[config.mk]
export PLATFORM = sky130hd
export DESIGN_NAME = cbd_addr_decoder
export DESIGN_NICKNAME = d
export VERILOG_FILES = /design/src/rtl/cbd_pkg.sv /design/src/rtl/cbd_region_decode.sv /design/src/rtl/cbd_wait_ctl.sv /design/src/rtl/cbd_dma_gate.sv /design/src/rtl/cbd_addr_decoder.sv
export SDC_FILE = /design/constraint.sdc
export NUM_CORES = 1
export LEC_CHECK = 0
export ABC_CLOCK_PERIOD_IN_PS = 5200
export BUFFER_PORTS_ARGS = -buffer_cell sky130_fd_sc_hd__buf_4
export CORE_MARGIN = 2
export CORE_UTILIZATION = 35
export CTS_BUF_LIST = sky130_fd_sc_hd__clkbuf_8 sky130_fd_sc_hd__clkbuf_16
export CTS_CLUSTER_SIZE = 24
export DETAILED_ROUTE_END_ITERATION = 7
export GPL_TIMING_DRIVEN = 0
export HOLD_SLACK_MARGIN = 0.05
export PLACE_DENSITY = 0.72
export SETUP_SLACK_MARGIN = 0.05
export SLEW_MARGIN = 10
export SYNTH_ARGS = -nofsm -noshare
export SYNTH_HDL_FRONTEND = slang
export SYNTH_SLANG_ARGS = --single-unit
export TNS_END_PERCENT = 10
[constraint.sdc]
create_clock -name clk -period 5.2 [get_ports clk]
set_input_delay 1.04 -clock clk [delete_from_list [all_inputs] [get_ports clk]]
set_output_delay 1.04 -clock clk [all_outputs]
set_load 0.1 [all_outputs]
[src/rtl/cbd_pkg.sv]
package cbd_pkg;
  localparam int ADDR_W  = 24;
  localparam int NUM_TGT = 6;

  // select bit index = region code - 1
  typedef enum logic [2:0] {
    RG_NONE  = 3'd0,
    RG_REGS  = 3'd1,
    RG_ROM   = 3'd2,
    RG_BWIN  = 3'd3,
    RG_IRAM  = 3'd4,
    RG_LWRAM = 3'd5,
    RG_BMP   = 3'd6
  } region_e;

  function automatic logic hit_rom(input logic [ADDR_W-1:0] a);
    return ((a & 24'h408000) == 24'h008000) || ((a & 24'hC00000) == 24'hC00000);
  endfunction

  function automatic logic hit_bwin(input logic [ADDR_W-1:0] a);
    return (a & 24'h40E000) == 24'h006000;
  endfunction

  function automatic logic hit_lwram(input logic [ADDR_W-1:0] a);
    return (a & 24'hF00000) == 24'h400000;
  endfunction

  function automatic logic hit_wram(input logic [ADDR_W-1:0] a);
    return hit_bwin(a) || hit_lwram(a);
  endfunction
endpackage

[src/rtl/cbd_region_decode.sv]
module cbd_region_decode
  import cbd_pkg::*;
#(
  parameter int LW_AW  = 18,
  parameter int BMP_AW = 17
) (
  input  logic [ADDR_W-1:0] addr,
  input  logic              we,
  output region_e           region,
  output logic [ADDR_W-1:0] off,
  output logic              slow
);
  localparam logic [ADDR_W-1:0] LW_MASK  = ADDR_W'((64'd1 << LW_AW) - 64'd1);
  localparam logic [ADDR_W-1:0] BMP_MASK = ADDR_W'((64'd1 << BMP_AW) - 64'd1);

  logic m_regs, m_rom, m_bwin, m_iram, m_lw, m_bmp;

  always_comb begin
    m_regs = (addr & 24'h40FE00) == 24'h002200;
    m_rom  = hit_rom(addr);
    m_bwin = hit_bwin(addr);
    m_iram = ((addr & 24'h40F800) == 24'h000000) || ((addr & 24'h40F800) == 24'h003000);
    m_lw   = hit_lwram(addr);
    m_bmp  = (addr & 24'hF00000) == 24'h600000;
  end

  // fixed priority; a ROM write is dropped rather than passed on
  always_comb begin
    region = RG_NONE;
    off    = '0;
    if (m_regs) begin
      region = RG_REGS;
      off    = {15'd0, addr[8:0]};
    end else if (m_rom) begin
      region = we ? RG_NONE : RG_ROM;
      off    = we ? '0 : addr;
    end else if (m_bwin) begin
      region = RG_BWIN;
      off    = addr;
    end else if (m_iram) begin
      region = RG_IRAM;
      off    = {13'd0, addr[10:0]};
    end else if (m_lw) begin
      region = RG_LWRAM;
      off    = addr & LW_MASK;
    end else if (m_bmp) begin
      region = RG_BMP;
      off    = addr & BMP_MASK;
    end
  end

  assign slow = m_bwin || ((addr & 24'hD00000) == 24'h400000);
endmodule

[src/rtl/cbd_wait_ctl.sv]
module cbd_wait_ctl #(
  parameter int BASE_WAIT  = 2,
  parameter int EXTRA_WAIT = 2
) (
  input  logic clk,
  input  logic rst_n,
  input  logic req,
  input  logic slow,
  output logic accept,
  output logic busy,
  output logic ready
);
  localparam int CNT_W = $clog2(BASE_WAIT + EXTRA_WAIT + 1);
  localparam logic [CNT_W-1:0] FAST_LOAD = CNT_W'(BASE_WAIT - 1);
  localparam logic [CNT_W-1:0] SLOW_LOAD = CNT_W'(BASE_WAIT + EXTRA_WAIT - 1);

  logic             busy_q, busy_d;
  logic [CNT_W-1:0] cnt_q, cnt_d;

  always_comb begin
    accept = req && !busy_q;
    ready  = busy_q && (cnt_q == '0);
    busy_d = busy_q;
    cnt_d  = cnt_q;
    if (accept) begin
      busy_d = 1'b1;
      cnt_d  = slow ? SLOW_LOAD : FAST_LOAD;
    end else if (ready) begin
      busy_d = 1'b0;
    end else if (busy_q) begin
      cnt_d = cnt_q - 1'b1;
    end
  end

  always_ff @(posedge clk or negedge rst_n) begin
    if (!rst_n) begin
      busy_q <= 1'b0;
      cnt_q  <= '0;
    end else begin
      busy_q <= busy_d;
      cnt_q  <= cnt_d;
    end
  end

  assign busy = busy_q;
endmodule

[src/rtl/cbd_dma_gate.sv]
module cbd_dma_gate
  import cbd_pkg::*;
(
  input  logic [ADDR_W-1:0] src_addr,
  input  logic              src_kind,
  input  logic [ADDR_W-1:0] dst_addr,
  output logic              ok
);
  logic src_ok;

  always_comb begin
    src_ok = src_kind ? hit_wram(src_addr) : hit_rom(src_addr);
    ok     = src_ok && hit_wram(dst_addr);
  end
endmodule

[src/rtl/cbd_addr_decoder.sv]
module cbd_addr_decoder
  import cbd_pkg::*;
#(
  parameter int LW_AW      = 18,
  parameter int BMP_AW     = 17,
  parameter int BASE_WAIT  = 2,
  parameter int EXTRA_WAIT = 2
) (
  input  logic        clk,
  input  logic        rst_n,
  input  logic        req,
  input  logic        req_we,
  input  logic [23:0] req_addr,
  input  logic [7:0]  tgt_rdata,
  output logic        ready,
  output logic [7:0]  rd_data,
  output logic [5:0]  tgt_sel,
  output logic [23:0] tgt_off,
  output logic        tgt_we,
  input  logic [23:0] dma_src_addr,
  input  logic        dma_src_kind,
  input  logic [23:0] dma_dst_addr,
  output logic        dma_ok
);
  logic [1:0]        rst_sync_q;
  logic              rst_int_n;
  region_e           region_d, region_q;
  logic [ADDR_W-1:0] off_d, off_q;
  logic              we_q;
  logic              slow;
  logic              accept, busy;

  always_ff @(posedge clk or negedge rst_n) begin
    if (!rst_n) rst_sync_q <= 2'b00;
    else        rst_sync_q <= {rst_sync_q[0], 1'b1};
  end
  assign rst_int_n = rst_sync_q[1];

  cbd_region_decode #(.LW_AW(LW_AW), .BMP_AW(BMP_AW)) u_dec (
    .addr(req_addr), .we(req_we), .region(region_d), .off(off_d), .slow(slow)
  );

  cbd_wait_ctl #(.BASE_WAIT(BASE_WAIT), .EXTRA_WAIT(EXTRA_WAIT)) u_wait (
    .clk(clk), .rst_n(rst_int_n), .req(req), .slow(slow),
    .accept(accept), .busy(busy), .ready(ready)
  );

  always_ff @(posedge clk or negedge rst_int_n) begin
    if (!rst_int_n) begin
      region_q <= RG_NONE;
      off_q    <= '0;
      we_q     <= 1'b0;
    end else if (accept) begin
      region_q <= region_d;
      off_q    <= off_d;
      we_q     <= req_we;
    end
  end

  for (genvar g = 0; g < NUM_TGT; g++) begin : g_sel
    assign tgt_sel[g] = busy && (region_q == region_e'(3'(g + 1)));
  end

  assign tgt_off = off_q;
  assign tgt_we  = busy && we_q && (region_q != RG_NONE);
  assign rd_data = (ready && !we_q && (region_q != RG_NONE)) ? tgt_rdata : 8'h00;

  cbd_dma_gate u_dma (
    .src_addr(dma_src_addr), .src_kind(dma_src_kind), .dst_addr(dma_dst_addr), .ok(dma_ok)
  );
endmodule

==> load_flow_metrics.sql, run 1 <==
INSERT INTO impl_metrics (metric_group, metric, value, unit) VALUES
('clock_network', 'clkTransAtPathRegs', '0.06', 'ns'),
('final_layout', 'antenna_cells', '0', ''),
('die', 'die-area', '5310', 'um^2'),
('synthesis', 'synth_enable_flop_cells', '0', ''),
('worst_setup_path', 'cp.arrival', '2.29', 'ns'),
('sta', 'finalCriticalPeriod', '3.33', 'ns'),
('detailed_routing', 'wl_met3', '323', 'um'),
('worst_setup_path', 'end_kind', 'output port', ''),
('detailed_routing', 'number_of_drc_violations_after_detailed_routing', '0', ''),
('worst_setup_path', 'path_delay_family', 'simple AND/OR/NAND/NOR gates', ''),
('die', 'initial_utilization', '35.7', '%'),
('detailed_routing', 'avgRoutedWirePerCell', '13.0', 'um'),
('detailed_routing', 'detailroute.wirelength.met2', '1970', 'um'),
('clock_network', 'worst_skew_pair.late_latency', '0.28', 'ns'),
('final_layout', 'fillerInstances', '447', ''),
('worst_setup_path', 'cp_slowest_cell', 'nor3b_1', ''),
('synthesis', 'ys_dominant_reg_cell', 'dfrtp_1', ''),
('detailed_routing', 'initialDrtViolationCount', '93', ''),
('outcome', 'outcome', 'completed', ''),
('sta', 'report.final.hold_viol_count', '0', ''),
('sta', 'layout_skew', '0.00283', 'ns'),
('die', 'floorplan.die.width', '72.9', 'um'),
('placement', 'port-buffer-count', '91', ''),
('synthesis', 'syn_inst', '174', ''),
('synthesis', 'synth_area', '1660', 'um^2'),
('worst_setup_path', 'worstSetupPathType', 'flip-flop to output port', ''),
('global_routing', 'global_route_wire_length_before_repair', '6910', 'um'),
('clock_network', 'h_tree_levels', '2', ''),
('final_layout', 'area_delta_synth_final', '50.2', '%'),
('clock_network', 'post_cts_resize_count', '0', ''),
('final_layout', 'nets', '359', ''),
('worst_setup_path', 'critical_path_cell_list', 'inv_1 > ha_1 > ha_1 > and2_1 > nor3b_1 > and2_1 > buf_4', ''),
('placement', 'dpl.cell_count', '319', ''),
('synthesis', 'postSynthRegisterBits', '34', ''),
('die', 'floorplan.io_pins', '126', ''),
('synthesis', 'synth.yosys.warnings', '0', ''),
('worst_setup_path', 'critPathBufInv', '2', ''),
('placement', 'hpwlAfterDp', '3220', 'um'),
('synthesis', 'ys_seq_area_share', '51.2', '%'),
('global_routing', 'pin_count_of_the_biggest_net_entering_global_routing', '33', ''),
('clock_network', 'clock_path_buffers', '2', ''),
('clock_network', 'cts_hold_repair.buffers', '0', ''),
('flow_run', 'timing.max_cap.violations', '0', ''),
('detailed_routing', 'routed-via-count', '1622', ''),
('clock_network', 'clockRootBuffer', 'clkbuf_8', ''),
('detailed_routing', 'antenna_left', '0', ''),
('synthesis', 'asyncSetResetFlopFracSynth', '100', '%'),
('sta', 'final.period_utilization', '64.1', '%'),
('global_routing', 'initial_antenna_violation_count', '0', ''),
('final_layout', 'final_cell_count_no_fill', '325', ''),
('sta', 'timing_worst_slew_pin_value', '0.679', 'ns'),
('clock_network', 'numClockSinks', '34', ''),
('sta', 'timing.final.setup_violations', '0', ''),
('clock_network', 'cts_setup_buffers', '0', ''),
('die', 'die_h', '72.9', 'um'),
('global_routing', 'grt_util_all_layers', '17.1', '%'),
('min_path', 'hold_class', 'flip-flop to asynchronous set/reset pin', ''),
('global_routing', 'first_global_vias', '1539', ''),
('die', 'fp-row-count', '25', ''),
('synthesis', 'synth.net_count', '261', ''),
('sta', 'maxSlewHeadroom', '54.7', '%'),
('sta', 'report.final.slew_viol_count', '0', ''),
('die', 'coreArea', '4660', 'um^2'),
('sta', 'maxClockFrequency', '0.300', 'GHz'),
('placement', 'gp_congestion', '0.794', ''),
('sta', 'setup_total_negative_slack', '0', 'ns'),
('worst_setup_path', 'crit_path_max_incr_delay', '0.52', 'ns'),
('synthesis', 'synth_cell_types', '39', ''),
('clock_network', 'tritoncts', 'built', ''),
('worst_setup_path', 'path_max_fanout', '8', ''),
('clock_network', 'cts_bufs_inserted', '5', ''),
('final_layout', 'post_route_cells_drive_above_1_share', '41.3', '%'),
('worst_setup_path', 'worstSetupStartpointType', 'flip-flop', ''),
('detailed_routing', 'finalWirelength', '4240', 'um'),
('detailed_routing', 'detail_route.vias_per_cell', '4.99', ''),
('sta', 'setup_repair_after_global_routing_missed_its_margin', 'no', ''),
('detailed_routing', 'top_signal_layer_used', 'met4', ''),
('worst_setup_path', 'critPathRequiredTime', '4.16', 'ns'),
('detailed_routing', 'wl_met1', '1890', 'um'),
('global_routing', 'globalRouteOverflowTotal', '0', ''),
('synthesis', 'syn-mean-instance-area', '9.55', 'um^2'),
('detailed_routing', 'drt_pass1_iterations', '5', '');
[layer usage]
| metal | up-vias | global-route usage, % |
|---|---|---|
| met2 | 63 | 27.8 |
| met4 | 0 | 6.17 |
| met5 | - | 0 |
| li1 | 794 | - |
| met3 | 6 | 5.52 |
| met1 | 759 | 21.3 |
[Yosys cell counts (all sizes together), types with 3 or more instances]
cell    number  share of area, %
nor2b        3               1.1
nor3         3              0.90
a21oi        4               1.2
nor2        13               2.9
o21ai       13               3.9
dfrtp       34                51
nand2b       4               1.5
a22o        12               6.8
buf          4               1.5
inv          5               1.1
o31ai        3               2.2
nand2       39               8.8
and2        11               4.1
[cell usage in the layout, fill, tap and decap left out, types with 2 or more instances in the layout]
cell      instances
buf_4            91
nand2_1          39
dfrtp_1          33
nor2_1           13
o21ai_0          12
and2_1           11
a22o_2            6
a22o_1            6
clkbuf_8          6
inv_1             5
nand2b_1          4
a21oi_1           4
nor3_1            3
nor2b_1           3
buf_2             2
nor4_1            2
nand3_1           2
clkbuf_1          2
o31ai_1           2
a31oi_1           2
ha_1              2
[logic make-up (layout without fill, tap and decap cells)]
family	count (synthesis)	in the layout	synth area share (%)
XOR/XNOR	1	1	0.527
adder cells (fa/ha/maj)	2	2	1.51
AND/OR/NAND/NOR	83	83	23.6
buffers and inverters	11	108	3.09
other	1	1	0.226
AO/OA/AOI/OAI	40	40	18.3
flip-flops	34	34	51.2
multiplexers	2	2	1.51
[final cells by class]
class	instances	area (um^2)	share of cell area, %
Clock buffer	6	82.6	3.31
Multi-Input combinational cell	129	759	30.4
Buffer	6	32.5	1.30
Sequential cell	34	852	34.1
Tap cell	54	67.6	2.71
Timing Repair Buffer	91	683	27.4
Inverter	5	18.8	0.752
[path summary, 6_finish.rpt]
check	from	endpoint	slack [ns]	cells past startpoint
setup / recovery	u_wait.cnt_q[0]	rd_data[1]	1.87	7
hold / removal	rst_sync_q[1]	tgt_off[3]	0.31	0
min in group clk	rst_sync_q[0]	rst_sync_q[1]	0.37	0
max in group asynchronous	rst_sync_q[1]	tgt_off[7]	4.45	0
hold reg to reg	rst_sync_q[1]	tgt_off[3]	0.31	0
setup reg to reg	u_wait.busy	tgt_off[9]	3.56	6
[stage by stage]
step           hold WS [ns]  setup slack [ns]  instance area, um^2  utilization, %
6_report              0.311              1.87                 2500            53.6
5_1_grt               0.373              1.67                 2500            53.6
4_1_cts               0.348              1.82                 2490            53.5
3_5_place_dp          0.335              2.14                 2410            51.8
3_3_place_gp          0.337              2.17                 2410            51.8
2_1_floorplan         0.331              1.27                 1660               -
[registers in the layout, indices dropped and copies added, names as in the netlist]
name          cells
u_wait.busy       1
we_q              1
u_wait.cnt_q      3
region_q          3
rst_sync_q        2
tgt_off          24
Power of run 1 is left out: the tool's default activity adds up to more than one toggle a clock period on the data nets, which glitch-free logic cannot reach.
==> run 2: changes to the inputs <==
Settings changed: ABC_AREA from default to 1, ABC_CLOCK_PERIOD_IN_PS 5200 to 3000, PLACE_DENSITY 0.72 to 0.73.
Clock period 5.2 ns to 3 ns, I/O delays scaled along.
==> load_flow_metrics.sql, run 2 <==
INSERT INTO impl_metrics (metric_group, metric, value, unit) VALUES
('detailed_routing', 'initialDrtViolationCount', '58', ''),
('synthesis', 'synth_enable_flop_cells', '0', ''),
('die', 'initial_utilization', '35.9', '%'),
('worst_setup_path', 'end_kind', 'output port', ''),
('synthesis', 'asyncSetResetFlopFracSynth', '100', '%'),
('final_layout', 'antenna_cells', '0', ''),
('clock_network', 'worst_skew_pair.late_latency', '0.28', 'ns'),
('placement', 'port-buffer-count', '91', ''),
('placement', 'dpl.cell_count', '404', ''),
('die', 'coreArea', '5040', 'um^2'),
('final_layout', 'post_route_cells_drive_above_1_share', '38.3', '%'),
('detailed_routing', 'drt_pass1_iterations', '4', ''),
('sta', 'timing_worst_slew_pin_value', '0.782', 'ns'),
('power', 'vdd_drop_max', '0.577', 'mV'),
('final_layout', 'final_cell_count_no_fill', '412', ''),
('sta', 'report.final.hold_viol_count', '0', ''),
('outcome', 'outcome', 'completed', ''),
('final_layout', 'sequential_cell_area', '852', 'um^2'),
('worst_setup_path', 'worst_setup_path_endpoint', 'rd_data[6]', ''),
('worst_setup_path', 'critPathRequiredTime', '2.40', 'ns'),
('power', 'power.static_leakage', '1.53', 'nW'),
('final_layout', 'layout_commonest_cell', 'buf_4', ''),
('global_routing', 'globalRouteOverflowTotal', '0', ''),
('synthesis', 'synthDominantCellAreaShare', '47.0', '%'),
('clock_network', 'cts_bufs_inserted', '5', ''),
('detailed_routing', 'routed-via-count', '1802', ''),
('clock_network', 'cts_hold_repair.buffers', '0', ''),
('placement', 'post_dp_cell_area', '2660', 'um^2'),
('global_routing', 'pin_count_of_the_biggest_net_entering_global_routing', '33', ''),
('sta', 'maxSlewHeadroom', '47.6', '%'),
('final_layout', 'multi_input_gate_area_in_the_final_layout', '846', 'um^2'),
('sta', 'layout_skew', '0.00324', 'ns'),
('worst_setup_path', 'cp.arrival', '2.20', 'ns'),
('final_layout', 'finalInstanceArea', '2750', 'um^2'),
('detailed_routing', 'detail_route.vias_per_cell', '4.37', ''),
('synthesis', 'synth_cell_types', '31', ''),
('global_routing', 'global_route_wire_length_before_repair', '8050', 'um'),
('synthesis', 'synth_area', '1810', 'um^2'),
('synthesis', 'synth_commonest_cells', 'nand2_1, nor2_1, inv_1', ''),
('synthesis', 'postSynthRegisterBits', '34', ''),
('synthesis', 'synth_top_cell_by_area', 'dfrtp_1', ''),
('worst_setup_path', 'ff2ff_path_depth', '8', ''),
('worst_setup_path', 'timing.rr.end', 'u_wait.cnt_q[0]', ''),
('final_layout', 'fillerInstances', '509', ''),
('synthesis', 'synth.yosys.warnings', '0', ''),
('detailed_routing', 'avgRoutedWirePerCell', '11.2', 'um'),
('flow_run', 'timing.max_cap.violations', '0', ''),
('clock_network', 'post_cts_resize_count', '0', ''),
('sta', 'finalCriticalPeriod', '2.80', 'ns'),
('worst_setup_path', 'critical_path_cell_list', 'inv_1 > ha_1 > ha_1 > nand2_1 > clkinvlp_4 > o211ai_1 > buf_4 > nor2_4 > buf_4', ''),
('clock_network', 'tritoncts', 'built', ''),
('synthesis', 'synth.net_count', '329', ''),
('sta', 'maxClockFrequency', '0.357', 'GHz'),
('sta', 'report.final.slew_viol_count', '0', ''),
('worst_setup_path', 'critPathBufInv', '4', ''),
('global_routing', 'first_global_vias', '1787', ''),
('final_layout', 'top_library_cells_by_usage_in_the_layout_fill_and_taps_aside', 'buf_4, nand2_1, inv_1', ''),
('sta', 'timing.final.setup_violations', '0', ''),
('die', 'fp-row-count', '26', ''),
('worst_setup_path', 'path_delay_family', 'buffers and inverters', ''),
('worst_setup_path', 'path_max_fanout', '5', ''),
('clock_network', 'clkTransAtPathRegs', '0.07', 'ns'),
('power', 'cell_area_power_density', '1130', 'nW/um^2'),
('placement', 'hpwlAfterDp', '3690', 'um'),
('die', 'floorplan.io_pins', '126', ''),
('final_layout', 'largest_reg_flops', '24', ''),
('sta', 'setup_repair_after_global_routing_missed_its_margin', 'no', ''),
('global_routing', 'initial_antenna_violation_count', '0', ''),
('clock_network', 'numClockSinks', '34', ''),
('clock_network', 'cts_setup_buffers', '0', ''),
('synthesis', 'syn-mean-instance-area', '7.49', 'um^2'),
('clock_network', 'clock_path_buffers', '2', ''),
('worst_setup_path', 'cp_slowest_cell', 'o211ai_1', ''),
('synthesis', 'ys_dominant_reg_cell', 'dfrtp_1', ''),
('worst_setup_path', 'timing.rr.start', 'u_wait.cnt_q[0]', ''),
('die', 'floorplan.die.width', '75.9', 'um'),
('final_layout', 'final_core_util', '54.5', '%'),
('synthesis', 'ys_seq_area_share', '47.0', '%'),
('detailed_routing', 'number_of_drc_violations_after_detailed_routing', '0', ''),
('min_path', 'hold_class', 'input port to asynchronous set/reset pin', ''),
('final_layout', 'area_delta_synth_final', '51.6', '%'),
('die', 'die-area', '5770', 'um^2'),
('synthesis', 'syn_inst', '242', ''),
('synthesis', 'synth_most_common_cell', 'nand2_1', ''),
('synthesis', 'ys_top_cells_by_area', 'dfrtp_1, nand2_1, nor2_1', ''),
('placement', 'gp_congestion', '0.735', ''),
('global_routing', 'grt_util_all_layers', '16.9', '%'),
('final_layout', 'nets', '428', ''),
('detailed_routing', 'antenna_left', '0', ''),
('worst_setup_path', 'setup.reg_to_reg.worst_slack', '1.57', 'ns'),
('worst_setup_path', 'critPathLaunch', 'u_wait.cnt_q[0]', ''),
('die', 'die_h', '75.9', 'um'),
('worst_setup_path', 'crit_path_max_incr_delay', '0.35', 'ns'),
('detailed_routing', 'finalWirelength', '4610', 'um'),
('clock_network', 'clockRootBuffer', 'clkbuf_8', ''),
('worst_setup_path', 'timing.critical_path.depth', '9', ''),
('worst_setup_path', 'worstSetupStartpointType', 'flip-flop', ''),
('sta', 'final.period_utilization', '93.3', '%'),
('clock_network', 'h_tree_levels', '2', ''),
('worst_setup_path', 'worstSetupPathType', 'flip-flop to output port', '');
[run 2: cell count changes after synthesis, sizes merged, moves of 2 or more]
cell / previous run / this run
nand2: 39 / 84
inv: 5 / 39
nor2: 13 / 41
a22o: 12 / 0
and2: 11 / 0
nand3: 2 / 8
nand2b: 4 / 0
nor2b: 3 / 0
clkbuf: 2 / 0
nor4: 2 / 0
o31ai: 3 / 1
[run 2: area by class of cell]
class | count | area share, %
Buffer | 4 | 0.911
Clock buffer | 6 | 3.01
Clock inverter | 2 | 0.319
Inverter | 40 | 5.60
Multi-Input combinational cell | 164 | 30.8
Sequential cell | 34 | 31.0
Tap cell | 70 | 3.19
Timing Repair Buffer | 92 | 25.1
[run 2: cell families after synthesis]
group / after synthesis / share of synthesized area, %
AND/OR/NAND/NOR: 138 / 33.2
buffers and inverters: 44 / 9.67
flip-flops: 34 / 47.0
AO/OA/AOI/OAI: 23 / 8.57
adder cells (fa/ha/maj): 2 / 1.38
other: 1 / 0.207
[run 2: routing by layer]
layer	up-vias	share of wire, %	GRT usage, %
li1	931	-	-
met1	794	42	20.1
met2	70	47	29.0
met3	7	9.2	6.07
met4	0	1.1	4.36
met5	-	0	0
[run 2: report_power, final]
| group | total, mW | switching [mW] | leakage [nW] | internal (mW) |
|---|---|---|---|---|
| Combinational | 2.02 | 1.60 | 1.04 | 0.421 |
| Clock | 0.337 | 0.155 | 0.0524 | 0.181 |
| Sequential | 0.740 | 0.107 | 0.438 | 0.633 |
| Total | 3.10 | 1.87 | 1.53 | 1.23 |
[run 2: how the worst min path moves through the flow]
stage                       start            end  slack (ns)
floorplan                   rst_n  rst_sync_q[0]        0.30
global placement    rst_sync_q[0]  rst_sync_q[1]        0.34
detailed placement  rst_sync_q[0]  rst_sync_q[1]        0.34
CTS                         rst_n  rst_sync_q[1]        0.07
global route                rst_n  rst_sync_q[1]        0.07
finish                      rst_n  rst_sync_q[1]        0.09
[run 2: metrics by stage]
stage                     power [mW]  setup TNS, ns  hold WS, ns  setup WS [ns]
final                           3.10              0       0.0860          0.200
after global routing            3.27              0       0.0692         0.0513
after CTS                       3.13              0       0.0740          0.160
after detailed placement        2.78              0        0.339          0.476
after global placement          2.75              0        0.339          0.265
after floorplan                 2.33         -0.740        0.304         -0.342
(Power assumes the default switching activity.)
==> run 3: changes to the inputs <==
Settings changed: ABC_AREA 1 to default, PLACE_DENSITY 0.73 to 0.74.
==> load_flow_metrics.sql, run 3 (synthesis results as in run 1) <==
INSERT INTO impl_metrics (metric_group, metric, value, unit) VALUES
('outcome', 'outcome', 'completed', ''),
('worst_setup_path', 'timing.rr.end', 'tgt_off[9]', ''),
('global_routing', 'grt_util_all_layers', '16.3', '%'),
('die', 'initial_utilization', '35.7', '%'),
('detailed_routing', 'wl_met3', '408', 'um'),
('sta', 'final.setup.worst_slack', '0.310', 'ns'),
('global_routing', 'globalRouteOverflowTotal', '0', ''),
('clock_network', 'cts_setup_buffers', '0', ''),
('final_layout', 'final_core_util', '53.9', '%'),
('worst_setup_path', 'cp.arrival', '2.09', 'ns'),
('sta', 'report.final.slew_viol_count', '0', ''),
('detailed_routing', 'avgRoutedWirePerCell', '13.1', 'um'),
('sta', 'maxSlewHeadroom', '51.6', '%'),
('clock_network', 'numClockSinks', '34', ''),
('detailed_routing', 'routed-via-count', '1626', ''),
('die', 'die-area', '5310', 'um^2'),
('worst_setup_path', 'end_kind', 'output port', ''),
('placement', 'gp_congestion', '0.816', ''),
('clock_network', 'cts_bufs_inserted', '5', ''),
('placement', 'pre_cts_slack', '0.338', 'ns'),
('detailed_routing', 'number_of_drc_violations_after_detailed_routing', '0', ''),
('detailed_routing', 'detailroute.wirelength.met2', '2070', 'um'),
('die', 'floorplan.io_pins', '126', ''),
('die', 'die_h', '72.9', 'um'),
('min_path', 'hold_class', 'input port to asynchronous set/reset pin', ''),
('global_routing', 'first_global_vias', '1556', ''),
('sta', 'finalCriticalPeriod', '2.69', 'ns'),
('detailed_routing', 'antenna_left', '0', ''),
('worst_setup_path', 'worstSetupStartpointType', 'flip-flop', ''),
('global_routing', 'global_route_wire_length_before_repair', '6730', 'um'),
('sta', 'timing.final.setup_violations', '0', ''),
('clock_network', 'tritoncts', 'built', ''),
('detailed_routing', 'drt_pass1_iterations', '4', ''),
('worst_setup_path', 'setup.reg_to_reg.worst_slack', '1.33', 'ns'),
('clock_network', 'clock_path_buffers', '2', ''),
('flow_run', 'timing.max_cap.violations', '0', ''),
('detailed_routing', 'top_signal_layer_used', 'met4', ''),
('final_layout', 'nets', '359', ''),
('detailed_routing', 'wl_met1', '1780', 'um'),
('sta', 'report.final.hold_viol_count', '0', ''),
('placement', 'port-buffer-count', '91', ''),
('sta', 'setup_repair_after_global_routing_missed_its_margin', 'no', ''),
('worst_setup_path', 'worstSetupPathType', 'flip-flop to output port', ''),
('final_layout', 'largest_reg_flops', '24', ''),
('sta', 'maxClockFrequency', '0.372', 'GHz'),
('global_routing', 'pin_count_of_the_biggest_net_entering_global_routing', '33', ''),
('clock_network', 'clockRootBuffer', 'clkbuf_8', ''),
('detailed_routing', 'detail_route.vias_per_cell', '4.99', ''),
('sta', 'worst_hold_slack', '0.0904', 'ns'),
('clock_network', 'clkTransAtPathRegs', '0.06', 'ns'),
('final_layout', 'antenna_cells', '0', ''),
('global_routing', 'initial_antenna_violation_count', '0', ''),
('die', 'fp-row-count', '25', ''),
('worst_setup_path', 'timing.rr.start', 'u_wait.busy', ''),
('detailed_routing', 'finalWirelength', '4280', 'um'),
('final_layout', 'top_library_cells_by_usage_in_the_layout_fill_and_taps_aside', 'buf_4, nand2_1, dfrtp_1', ''),
('worst_setup_path', 'critPathRequiredTime', '2.40', 'ns'),
('sta', 'timing_worst_slew_pin_value', '0.719', 'ns'),
('final_layout', 'fillerInstances', '421', ''),
('sta', 'layout_skew', '0.00391', 'ns'),
('final_layout', 'layout_commonest_cell', 'buf_4', ''),
('clock_network', 'h_tree_levels', '2', ''),
('die', 'coreArea', '4660', 'um^2'),
('sta', 'final.period_utilization', '89.7', '%'),
('worst_setup_path', 'ff2ff_path_depth', '6', ''),
('worst_setup_path', 'path_max_fanout', '8', ''),
('detailed_routing', 'initialDrtViolationCount', '72', ''),
('clock_network', 'worst_skew_pair.late_latency', '0.28', 'ns'),
('placement', 'hpwlAfterDp', '3250', 'um'),
('final_layout', 'post_route_cells_drive_above_1_share', '44.5', '%'),
('final_layout', 'area_delta_synth_final', '51.1', '%'),
('die', 'floorplan.die.width', '72.9', 'um');
-- run 3: worst max path at each step --
stage                               start  slack (ns)          to  cells after the start
after detailed placement  u_wait.cnt_q[0]        0.34  rd_data[7]                      7
after global placement    u_wait.cnt_q[0]        0.34  rd_data[7]                      7
after CTS                 u_wait.cnt_q[0]        0.28  rd_data[7]                      7
final                     u_wait.cnt_q[0]        0.31  rd_data[7]                      7
after global routing      u_wait.cnt_q[0]        0.13  rd_data[5]                      7
after floorplan           u_wait.cnt_q[0]       -0.14  rd_data[0]                      6
-- run 3: metal layers --
metal,track usage [%],vias to the layer above
met5,0,-
met2,28.5,81
met3,4.83,4
li1,-,797
met1,19.3,744
met4,5.14,0
-- run 3: repair_timing --
action	CTS	global route
setup endpoints to repair	8	0
gates resized for setup	1	0
hold buffers	0	0
-- run 3: worst max-delay path, stage by stage (launching register included) --
cell	delay (ns)
dfrtp_1	0.40
inv_1	0.06
ha_1	0.14
ha_1	0.19
and2_1	0.18
nor3b_2	0.34
and2_2	0.21
buf_4	0.28
-- run 3: cell type report --
type / instances / area, um^2 / share of cell area [%]
Buffer: 6 / 32.5 / 1.30
Clock buffer: 5 / 68.8 / 2.74
Clock inverter: 2 / 7.51 / 0.299
Inverter: 5 / 18.8 / 0.748
Multi-Input combinational cell: 129 / 779 / 31.1
Sequential cell: 34 / 852 / 33.9
Tap cell: 54 / 67.6 / 2.69
Timing Repair Buffer: 91 / 683 / 27.2
-- run 3: through the flow --
| step | TNS, ns | area, um^2 | instances |
|---|---|---|---|
| after floorplan | -1.19 | 1680 | 174 |
| final | 0 | 2510 | 326 |
| after global routing | 0 | 2510 | 326 |
| after global placement | 0 | 2430 | 319 |
| after detailed placement | 0 | 2430 | 319 |
| after CTS | 0 | 2510 | 326 |
Power of run 3 is left out for the same reason.
